===== config.mk =====
export PLATFORM = sky130hd
export DESIGN_NAME = wk_ctrl
export DESIGN_NICKNAME = d
export VERILOG_FILES = /design/src/rtl/wk_pkg.sv /design/src/rtl/wk_period_timer.sv /design/src/rtl/wk_lin_qual.sv /design/src/rtl/wk_ctrl.sv
export SDC_FILE = /design/constraint.sdc
export NUM_CORES = 1
export LEC_CHECK = 0
export ABC_CLOCK_PERIOD_IN_PS = 3800
export BUFFER_PORTS_ARGS = -buffer_cell sky130_fd_sc_hd__buf_2
export CORE_MARGIN = 2
export CORE_UTILIZATION = 35
export CTS_CLUSTER_SIZE = 24
export DETAILED_ROUTE_END_ITERATION = 12
export SLEW_MARGIN = 15
export SYNTH_ARGS = -nofsm -noshare
export SYNTH_HDL_FRONTEND = slang
export SYNTH_HIERARCHICAL = 1
export SYNTH_SLANG_ARGS = --single-unit

===== constraint.sdc =====
create_clock -name clk -period 3.8 [get_ports clk]
set_clock_uncertainty 0.2 [all_clocks]
set_input_delay 0.76 -clock clk [delete_from_list [all_inputs] [get_ports clk]]
set_output_delay 0.76 -clock clk [all_outputs]
set_load 0.02 [all_outputs]

===== src/rtl/wk_pkg.sv =====
`timescale 1ns/1ps
package wk_pkg;
    typedef enum logic [1:0] {
        MD_RUN   = 2'd0,
        MD_STOP  = 2'd1,
        MD_SLEEP = 2'd2,
        MD_RESET = 2'd3
    } wk_mode_e;

    typedef struct packed {
        logic [1:0] en;
        logic       cyc;
        logic       frc;
        logic [2:0] code;
        logic       rxo;
    } wk_cfg_t;

    localparam int unsigned SRC_W = 4;
endpackage


===== src/rtl/wk_period_timer.sv =====
`timescale 1ns/1ps
module wk_period_timer #(
    parameter int unsigned BASE   = 4,
    parameter int unsigned HS_WIN = 2
) (
    input  logic       clk,
    input  logic       rst_n,
    input  logic       clr,
    input  logic       run,
    input  logic       cyc,
    input  logic       tick,
    input  logic [2:0] code,
    output logic       per_end,
    output logic       hs_win
);
    localparam int unsigned LEN_W = $clog2(BASE * 128 + 1);

    logic [LEN_W-1:0] cnt_d, cnt_q;
    logic [LEN_W-1:0] len;
    logic             at_end;

    assign len     = LEN_W'(BASE) << code;
    assign at_end  = (cnt_q == len - LEN_W'(1));
    assign per_end = run & tick & at_end;
    assign hs_win  = run & cyc & (cnt_q >= len - LEN_W'(HS_WIN));

    always_comb begin
        cnt_d = cnt_q;
        if (clr)
            cnt_d = '0;
        else if (run && tick)
            cnt_d = at_end ? '0 : cnt_q + LEN_W'(1);
    end

    always_ff @(posedge clk or negedge rst_n) begin
        if (!rst_n) cnt_q <= '0;
        else        cnt_q <= cnt_d;
    end

    // the sampling moment always falls inside the switch-on window
    a_r6_end_in_window: assert property (@(posedge clk) disable iff (!rst_n)
        (per_end && cyc) |-> hs_win);
endmodule


===== src/rtl/wk_lin_qual.sv =====
`timescale 1ns/1ps
module wk_lin_qual #(
    parameter int unsigned LIN_MIN = 8
) (
    input  logic clk,
    input  logic rst_n,
    input  logic lin_rx,
    output logic lin_ev
);
    localparam int unsigned DW = $clog2(LIN_MIN + 1);

    typedef struct packed {
        logic [DW-1:0] dom;
        logic          prev;
    } lq_t;

    lq_t s_d, s_q;

    assign lin_ev = lin_rx & ~s_q.prev & (s_q.dom >= DW'(LIN_MIN));

    always_comb begin
        s_d      = s_q;
        s_d.prev = lin_rx;
        if (lin_rx)
            s_d.dom = '0;
        else if (s_q.dom < DW'(LIN_MIN))
            s_d.dom = s_q.dom + DW'(1);
    end

    always_ff @(posedge clk or negedge rst_n) begin
        if (!rst_n) s_q <= '{dom: '0, prev: 1'b1};
        else        s_q <= s_d;
    end

    // an event is only a recessive edge after a dominant level
    a_r9_edge_after_dominant: assert property (@(posedge clk) disable iff (!rst_n)
        lin_ev |-> (lin_rx && $past(!lin_rx)));
endmodule


===== src/rtl/wk_ctrl.sv =====
`timescale 1ns/1ps
module wk_ctrl
    import wk_pkg::*;
#(
    parameter int unsigned TICK_BASE  = 4,
    parameter int unsigned HS_WIN     = 2,
    parameter int unsigned LIN_MIN    = 8,
    parameter int unsigned RST_CYCLES = 16
) (
    input  logic        clk,
    input  logic        rst_n,
    input  logic        tick,
    input  logic        cmd_stop,
    input  logic        cmd_sleep,
    input  logic [1:0]  cfg_wake_en,
    input  logic        cfg_cyclic,
    input  logic        cfg_forced,
    input  logic [2:0]  cfg_period,
    input  logic        cfg_rx_only,
    input  logic [1:0]  sw_in,
    input  logic        cs_n,
    input  logic        lin_rx,
    input  logic        isr_rd,
    output logic        hs_on,
    output logic        wake_irq,
    output logic        reg_en,
    output logic        mcu_rst,
    output logic [1:0]  mode,
    output logic [3:0]  isr,
    output logic [1:0]  sw_stat
);
    localparam int unsigned RC_W = $clog2(RST_CYCLES + 1);

    typedef struct packed {
        wk_mode_e         mode;
        wk_cfg_t          cfg;
        logic [1:0]       sref;
        logic             cs_prev;
        logic [SRC_W-1:0] isr;
        logic             irq;
        logic [RC_W-1:0]  rcnt;
        logic [1:0]       swst;
    } st_t;

    st_t              s_d, s_q;
    logic             lp, entry, per_end, hs_win, lin_ev, cs_wake;
    logic             lin_src, tmr_src;
    logic [1:0]       sw_chg, sw_src;
    logic [SRC_W-1:0] src;

    wk_period_timer #(.BASE(TICK_BASE), .HS_WIN(HS_WIN)) u_tmr (
        .clk    (clk),
        .rst_n  (rst_n),
        .clr    (entry),
        .run    (lp & (s_q.cfg.cyc | s_q.cfg.frc)),
        .cyc    (s_q.cfg.cyc),
        .tick   (tick),
        .code   (s_q.cfg.code),
        .per_end(per_end),
        .hs_win (hs_win)
    );

    wk_lin_qual #(.LIN_MIN(LIN_MIN)) u_lin (
        .clk   (clk),
        .rst_n (rst_n),
        .lin_rx(lin_rx),
        .lin_ev(lin_ev)
    );

    assign lp = (s_q.mode == MD_STOP) || (s_q.mode == MD_SLEEP);

    always_comb begin
        s_d         = s_q;
        s_d.irq     = 1'b0;
        s_d.cs_prev = cs_n;
        s_d.swst    = sw_in;
        entry       = 1'b0;

        sw_chg  = (sw_in ^ s_q.sref) & s_q.cfg.en;
        sw_src  = s_q.cfg.cyc ? (per_end ? sw_chg : 2'b00) : sw_chg;
        lin_src = lin_ev & ~((s_q.mode == MD_STOP) & s_q.cfg.rxo);
        tmr_src = per_end & s_q.cfg.frc;
        src     = lp ? {tmr_src, lin_src, sw_src} : '0;
        cs_wake = (s_q.mode == MD_STOP) & cs_n & ~s_q.cs_prev;

        s_d.isr = (isr_rd ? '0 : s_q.isr) | src;

        case (s_q.mode)
            MD_RESET: begin
                s_d.rcnt = s_q.rcnt + RC_W'(1);
                if (s_q.rcnt == RC_W'(RST_CYCLES - 1))
                    s_d.mode = MD_RUN;
            end
            MD_RUN: begin
                if (cmd_sleep || cmd_stop) begin
                    entry        = 1'b1;
                    s_d.mode     = cmd_sleep ? MD_SLEEP : MD_STOP;
                    s_d.cfg.en   = cfg_wake_en;
                    s_d.cfg.cyc  = cfg_cyclic;
                    s_d.cfg.frc  = cfg_forced & ~cfg_cyclic;
                    s_d.cfg.code = cfg_period;
                    s_d.cfg.rxo  = cfg_rx_only;
                    s_d.sref     = sw_in;
                end
            end
            MD_STOP: begin
                if ((|src) || cs_wake) begin
                    s_d.mode = MD_RUN;
                    s_d.irq  = |src;
                end
            end
            default: begin
                if (|src) begin
                    s_d.mode = MD_RESET;
                    s_d.rcnt = '0;
                end
            end
        endcase
    end

    always_ff @(posedge clk or negedge rst_n) begin
        if (!rst_n) begin
            s_q         <= '0;
            s_q.mode    <= MD_RESET;
            s_q.cs_prev <= 1'b1;
        end else begin
            s_q <= s_d;
        end
    end

    assign hs_on    = hs_win;
    assign wake_irq = s_q.irq;
    assign reg_en   = (s_q.mode != MD_SLEEP);
    assign mcu_rst  = (s_q.mode == MD_RESET);
    assign mode     = s_q.mode;
    assign isr      = s_q.isr;
    assign sw_stat  = s_q.swst;

    // interrupt lasts one cycle
    a_r4_irq_single: assert property (@(posedge clk) disable iff (!rst_n)
        wake_irq |=> !wake_irq);
    // interrupt only on the way out of stop
    a_r4_irq_from_stop: assert property (@(posedge clk) disable iff (!rst_n)
        wake_irq |-> (s_q.mode == MD_RUN && $past(s_q.mode) == MD_STOP));
    // a read with nothing new leaves the register empty
    a_r11_read_clears: assert property (@(posedge clk) disable iff (!rst_n)
        (isr_rd && src == '0) |=> (isr == '0));
    // timed wake keeps the switch dark
    a_r7_forced_dark: assert property (@(posedge clk) disable iff (!rst_n)
        (lp && s_q.cfg.frc) |-> !hs_on);
    // chip-select wake is silent
    a_r8_cs_silent: assert property (@(posedge clk) disable iff (!rst_n)
        (cs_wake && src == '0) |=> !wake_irq);
    // reset pulse ends into normal mode
    a_r5_reset_end: assert property (@(posedge clk) disable iff (!rst_n)
        (mcu_rst && s_q.rcnt == RC_W'(RST_CYCLES - 1)) |=> (mode == 2'd0));
endmodule


### After elaboration in Yosys (flattened, before gate mapping)

Index checks and enable logic that the tools add are counted.

* flip-flop bits (word level): 40
* input bits: 18
* output and inout port bits: 12
* word-level logic and storage cells: 90

* add/sub/neg operators: 5
* $lt $le $gt $ge: 3
* equality and inequality tests: 9
* shift-type cells: 1
* muxes and demuxes: 21
* bitwise operators: 22
* reductions and logical operators: 14

Operators by type and width (number)
* $mux W10: 3
* $mux W4: 4
* $and A1 B1 Y1: 13
* $mux W12: 1
* $mux W2: 6
* $add A10 B1 Y10 const B: 1
* $eq A10 B10 Y1: 1
* $ge A10 B10 Y1: 1
* $pmux W5 S2: 1
* $shl A3 B3 Y10 const A: 1
* $sub A10 B1 Y10 const B: 1
* $sub A10 B2 Y10 const B: 1
* $pmux W2 S3: 1
* $reduce_bool A2 Y1: 3
* $add A5 B1 Y5 const B: 1
* $eq A5 B4 Y1 const B: 1
* $mux W5: 1
* $not A1 Y1: 5
* $add A4 B1 Y4 const B: 1
* $eq A2 B2 Y1 const B: 2
* $ge A4 B4 Y1 const B: 1
* $lt A4 B4 Y1 const B: 1
* $mux W1: 4
* $ne A2 B1 Y1 const B: 2
* 14 further kinds: 18

### Depth between registers and ports, before layout

* word-level depth: 12
* gate-level depth with buffers: 10
* gate-level depth less buffers: 10

### Modules after synthesis

Netlist, hierarchy kept.

By module, submodules not included
* wk_ctrl: times used 1, cells each 106, area an instance 1226.2 um2, seq. area each 629.4 um2
* wk_period_timer: times used 1, cells each 84, area an instance 772.0 um2, seq. area each 250.2 um2
* wk_lin_qual: times used 1, cells each 20, area an instance 239.0 um2, seq. area each 126.4 um2

### Worst setup path after synthesis

No wires, ideal clock.

* kind: flip-flop to flip-flop
* from: register, netlist name mode[0]
* to: register, netlist name mode[0]
* library setup time: 0.075 ns
* data arrival time: 2.672 ns
* setup slack: 0.853 ns
* stages on the path, launching flop included: 11
* clock period less this slack: 2.947 ns
* cell sequence: dfstp_2 inv_1 ha_1 o21a_1 nand2_2 nor4_1 nor2b_2 nor3_4 nor4_1 a222oi_1 mux2i_1

* cells in the longest elaborated chain, start to end: 12
* elaborated cells on any way between the ends: 25
* classes of those cells: eq/ne: 6; mux: 4; bitwise: 9; reduce/logical: 6

Ends and longest elaborated chain
* $eq A2 B1 Y1 or $eq A2 B2 Y1 (tied branches): RTL line wk_ctrl.sv:70 `assign lp = (s_q.mode == MD_STOP) || (s_q.mode == MD_SLEEP);`
* $logic_or A1 B1 Y1 (*): RTL line wk_ctrl.sv:70
* $and A1 B1 Y1 (*): RTL line wk_ctrl.sv:55 `.run (lp & (s_q.cfg.cyc | s_q.cfg.frc)),`
* $and A1 B1 Y1 (*) (2 in series): RTL line wk_period_timer.sv:24 `assign per_end = run & tick & at_end;`
* net per_end: RTL line wk_ctrl.sv:46 `logic lp, entry, per_end, hs_win, lin_ev, cs_wake;`
* $mux W2 (2 in series): RTL line wk_ctrl.sv:80 `sw_src = s_q.cfg.cyc ? (per_end ? sw_chg : 2'b00) : sw_chg;`
* $mux W4 (*): RTL line wk_ctrl.sv:83 `src = lp ? {tmr_src, lin_src, sw_src} : '0;`
* $reduce_or A4 Y1 (*): RTL line wk_ctrl.sv:107, wk_ctrl.sv:113
* $logic_or A1 B1 Y1: RTL line wk_ctrl.sv:107 `if ((|src) || cs_wake) begin`
* $ne A2 B1 Y1 (no source line)
* $reduce_and A4 Y1 (no source line) (*)

Mark *: on every way through the listed nets, which the timed path passes. The rest lies on a longest branch.
A chain may end at the register's enable or synchronous reset.

### Worst setup path in the final report

* from: register, netlist name mode[0]
* to: register, netlist name mode[0]

* cells in the longest elaborated chain, start to end: 12
* elaborated cells on any way between the ends: 25
* classes of those cells: eq/ne: 6; mux: 4; bitwise: 9; reduce/logical: 6

Ends and longest elaborated chain (RTL line)
* $eq A2 B1 Y1 or $eq A2 B2 Y1 (tied branches): wk_ctrl.sv:70
* $logic_or A1 B1 Y1 (*): wk_ctrl.sv:70
* $and A1 B1 Y1 (*): wk_ctrl.sv:55
* $and A1 B1 Y1 (*) (2 in series): wk_period_timer.sv:24
* net per_end: wk_ctrl.sv:46
* $mux W2 (2 in series): wk_ctrl.sv:80
* $mux W4 (*): wk_ctrl.sv:83
* $reduce_or A4 Y1 (*): wk_ctrl.sv:107, wk_ctrl.sv:113
* $logic_or A1 B1 Y1: wk_ctrl.sv:107
* $ne A2 B1 Y1 (no source line)
* $reduce_and A4 Y1 (no source line) (*)

Marked as above.

==> flow_summary.json <==
{
  "die_w_um": 84.0,
  "whs_ns": 0.288,
  "rsz0062_at_grt": "no",
  "dieHeight_um": 84.0,
  "cts_tree": "done",
  "cp-start-kind": "flip-flop",
  "hold_end": "isr[2]",
  "dp.final_hpwl_um": 3200,
  "rows": 29,
  "grt_max_degree": 41,
  "ys_types": 46,
  "postCtsSetupRepairBufs": 0,
  "wire_per_inst_um": 13.5,
  "dp_cells": 308,
  "worst_slew_pin_slew_ns": 0.870,
  "clock-sinks": 40,
  "final_max_slew_viol_count": 0,
  "clk_latency_ns": 0.29,
  "crit_required_ns": 3.82,
  "ys_seq_area_share_pct": 45.0,
  "die_area_um2": 7050,
  "grt.overflow.total": 0,
  "period_minus_slack_ns": 3.24,
  "slowest_stage": "dfstp_2",
  "drive_gt1_share_pct": 25.1,
  "synth_ff_type": "dfrtp_1",
  "reg2reg_to": "mode[0]",
  "grt_pass1_vias": 1592,
  "synth_top_area_share_pct": 40.3,
  "wirelength_um": 4270,
  "path_class": "flip-flop to flip-flop",
  "antenna_found_initial": 0,
  "ir_worst_vdd_mv": 0.396,
  "ys_async_sr_fraction_pct": 100,
  "crit_top_cell": "nor4_1",
  "syn_inst": 210,
  "p_leak_nw": 1.23,
  "crit_fanout": 6,
  "grt_pass1_wl_um": 7290,
  "numCtsBuffers": 5,
  "ys_ff_latch": 40,
  "timing.fmax_mhz": 309,
  "globalplace.congestion": 0.748,
  "synth_fp_nets": 246,
  "slew_headroom_pct": 42.0,
  "fin_cells": 316,
  "diodes": 0,
  "holdPathStages": 1,
  "r2r-start": "mode[0]",
  "hold_class": "flip-flop to flip-flop",
  "regToRegSetupSlack_ns": 0.56,
  "nNetsFinal": 274,
  "io_buffer_count": 29,
  "ff2ff_path_depth": 10,
  "cpPeakStageDelay_ns": 0.56,
  "via_count": 1587,
  "power.density_nw_per_um2": 686,
  "route.antenna.remaining_nets": 0,
  "syn_to_final_growth_pct": 13.5,
  "yosys.area.top_type": "dfrtp_1",
  "ys_top_cells_by_area": "dfrtp_1 40%, ha_1 10%, dfstp_2 4.7%",
  "start_util_pct": 35.6,
  "period_share_pct": 85.2,
  "hold_viol": 0,
  "cts_hold_repair.buffers": 0,
  "core_area_um2": 6280,
  "cts_resized": 0,
  "hold_start": "isr[2]",
  "cts_root_buffer": "clkbuf_8",
  "cts_buffer_depth": 2,
  "cp-end-kind": "flip-flop",
  "dr.first_iter.drc_count": 95,
  "vias_per_cell": 5.02,
  "crit_chain": "inv_1, ha_1, o21a_1, nand2_2, nor4_1, nor2b_2, nor3_4, nor4_1, a222oi_1, mux2i_1",
  "grtUsageTotal_pct": 12.9,
  "status": "finished, final reports clean",
  "boundaryPins": 30,
  "htreeDepth": 2,
  "yosys_warnings": 6,
  "first_pass_iters": 4,
  "synth_edf_count": 0,
  "cp.arrival_ns": 3.26,
  "drcViolationCount": 0,
  "setup-violations-final": 0,
  "drv_cap": 0,
  "clkTransAtPathRegs_ns": 0.09,
  "postSynthAreaPerCell_um2": 10.7,
  "synth_area_um2": 2240,
  "fin_tns_setup_ns": 0
}
-- cell usage after synthesis (all sizes together), types with 6 or more instances --
library cell	instances
a21o	6
a21oi	6
buf	8
dfrtp	36
ha	18
inv	14
mux2	10
nand2	17
nand3	6
nor2	16
nor2b	6
nor3	8
o21ai	9
xnor2	8
-- area by class of cell --
class                      count  area [um2]
clock buffer                   5        68.8
clock inverter                 3        47.5
fill                         623        3740
inverter                      14        52.6
multi-input combinational    147        1110
sequential                    40        1010
tap                           77        96.3
timing repair buffer          30         153
-- logic make-up after synthesis --
family,count (synthesis),synth area share [%]
other,1,0.168
buffers and inverters,23,5.20
and+or+nand+nor,68,17.1
DFF,40,45.0
xor gates and xnor gates,9,3.52
AOI/OAI and AO/OA,38,12.5
muxes,13,6.54
adders and majority gates,18,10.1
-- worst max-delay path, delay by kind of cell (launching register included) --
kind	cells	cell delay [ns]
simple gates	5	1.06
compound gates	2	0.66
flops	1	0.56
fa+ha+maj	1	0.36
mux	1	0.25
buf+inv	1	0.08
-- where the power goes --
part | internal (W) | switching [W] | leakage, nW
registers | 0.000549 | 0.000102 | 0.509
logic | 0.000305 | 0.000428 | 0.667
clock network | 0.000198 | 0.000160 | 0.0583
-- registers in the layout (all words and copies together) (netlist names) --
signal       count
s_q             16
sw_stat          2
u_lin/s_q        5
u_tmr/cnt_q     10
mode             2
isr              4
wake_irq         1
-- through the flow --
stage	instance area [um2]	util, %	total power [W]	worst slack, ns
5_1_grt	2540	40.4	0.00188	0.215
4_1_cts	2540	40.4	0.00176	0.568
3_3_place_gp	2420	38.6	0.00139	0.670
6_report	2540	40.4	0.00174	0.561
2_1_floorplan	2240	-	0.00124	0.853
3_5_place_dp	2420	38.6	0.00140	0.590
-- per-layer routing --
| metal | global-route usage (%) | vias to the layer above | part of all wire (%) |
|---|---|---|---|
| li1 | - | 788 | - |
| met1 | 16.4 | 762 | 48 |
| met2 | 21.7 | 33 | 46 |
| met3 | 2.97 | 4 | 5.0 |
| met4 | 4.40 | 0 | 0.98 |
| met5 | 0 | - | 0 |
-- worst max-delay path by stage --
| stage | start | end | slack [ns] | cells past startpoint |
|---|---|---|---|---|
| global route | mode[0] | mode[0] | 0.22 | 10 |
| CTS | mode[0] | mode[1] | 0.57 | 10 |
| finish | mode[0] | mode[0] | 0.56 | 10 |
| detailed placement | mode[0] | mode[1] | 0.59 | 10 |
| floorplan | mode[0] | mode[0] | 0.85 | 10 |
| global placement | mode[0] | mode[1] | 0.67 | 10 |
-- cells in the final DEF, fill, tap and decap left out, types with 2 or more instances in the layout --
master / instances
nor2b_2: 2
clkbuf_8: 5
nor2_1: 16
dfstp_2: 4
o21a_1: 3
o21ai_0: 6
nand3_1: 6
mux2_1: 2
a31oi_1: 4
nor3_1: 6
o21ai_1: 3
o31ai_1: 3
a21o_1: 6
nor3_4: 2
buf_2: 29
mux2i_1: 3
nand2b_1: 2
nand2_1: 16
xnor2_1: 8
a21oi_1: 5
mux2_2: 7
ha_1: 18
and3_1: 3
nor2b_1: 4
clkinv_4: 2
inv_1: 14
nor4_1: 3
dfrtp_1: 36
No activity file was read; power rests on OpenSTA's default activity.
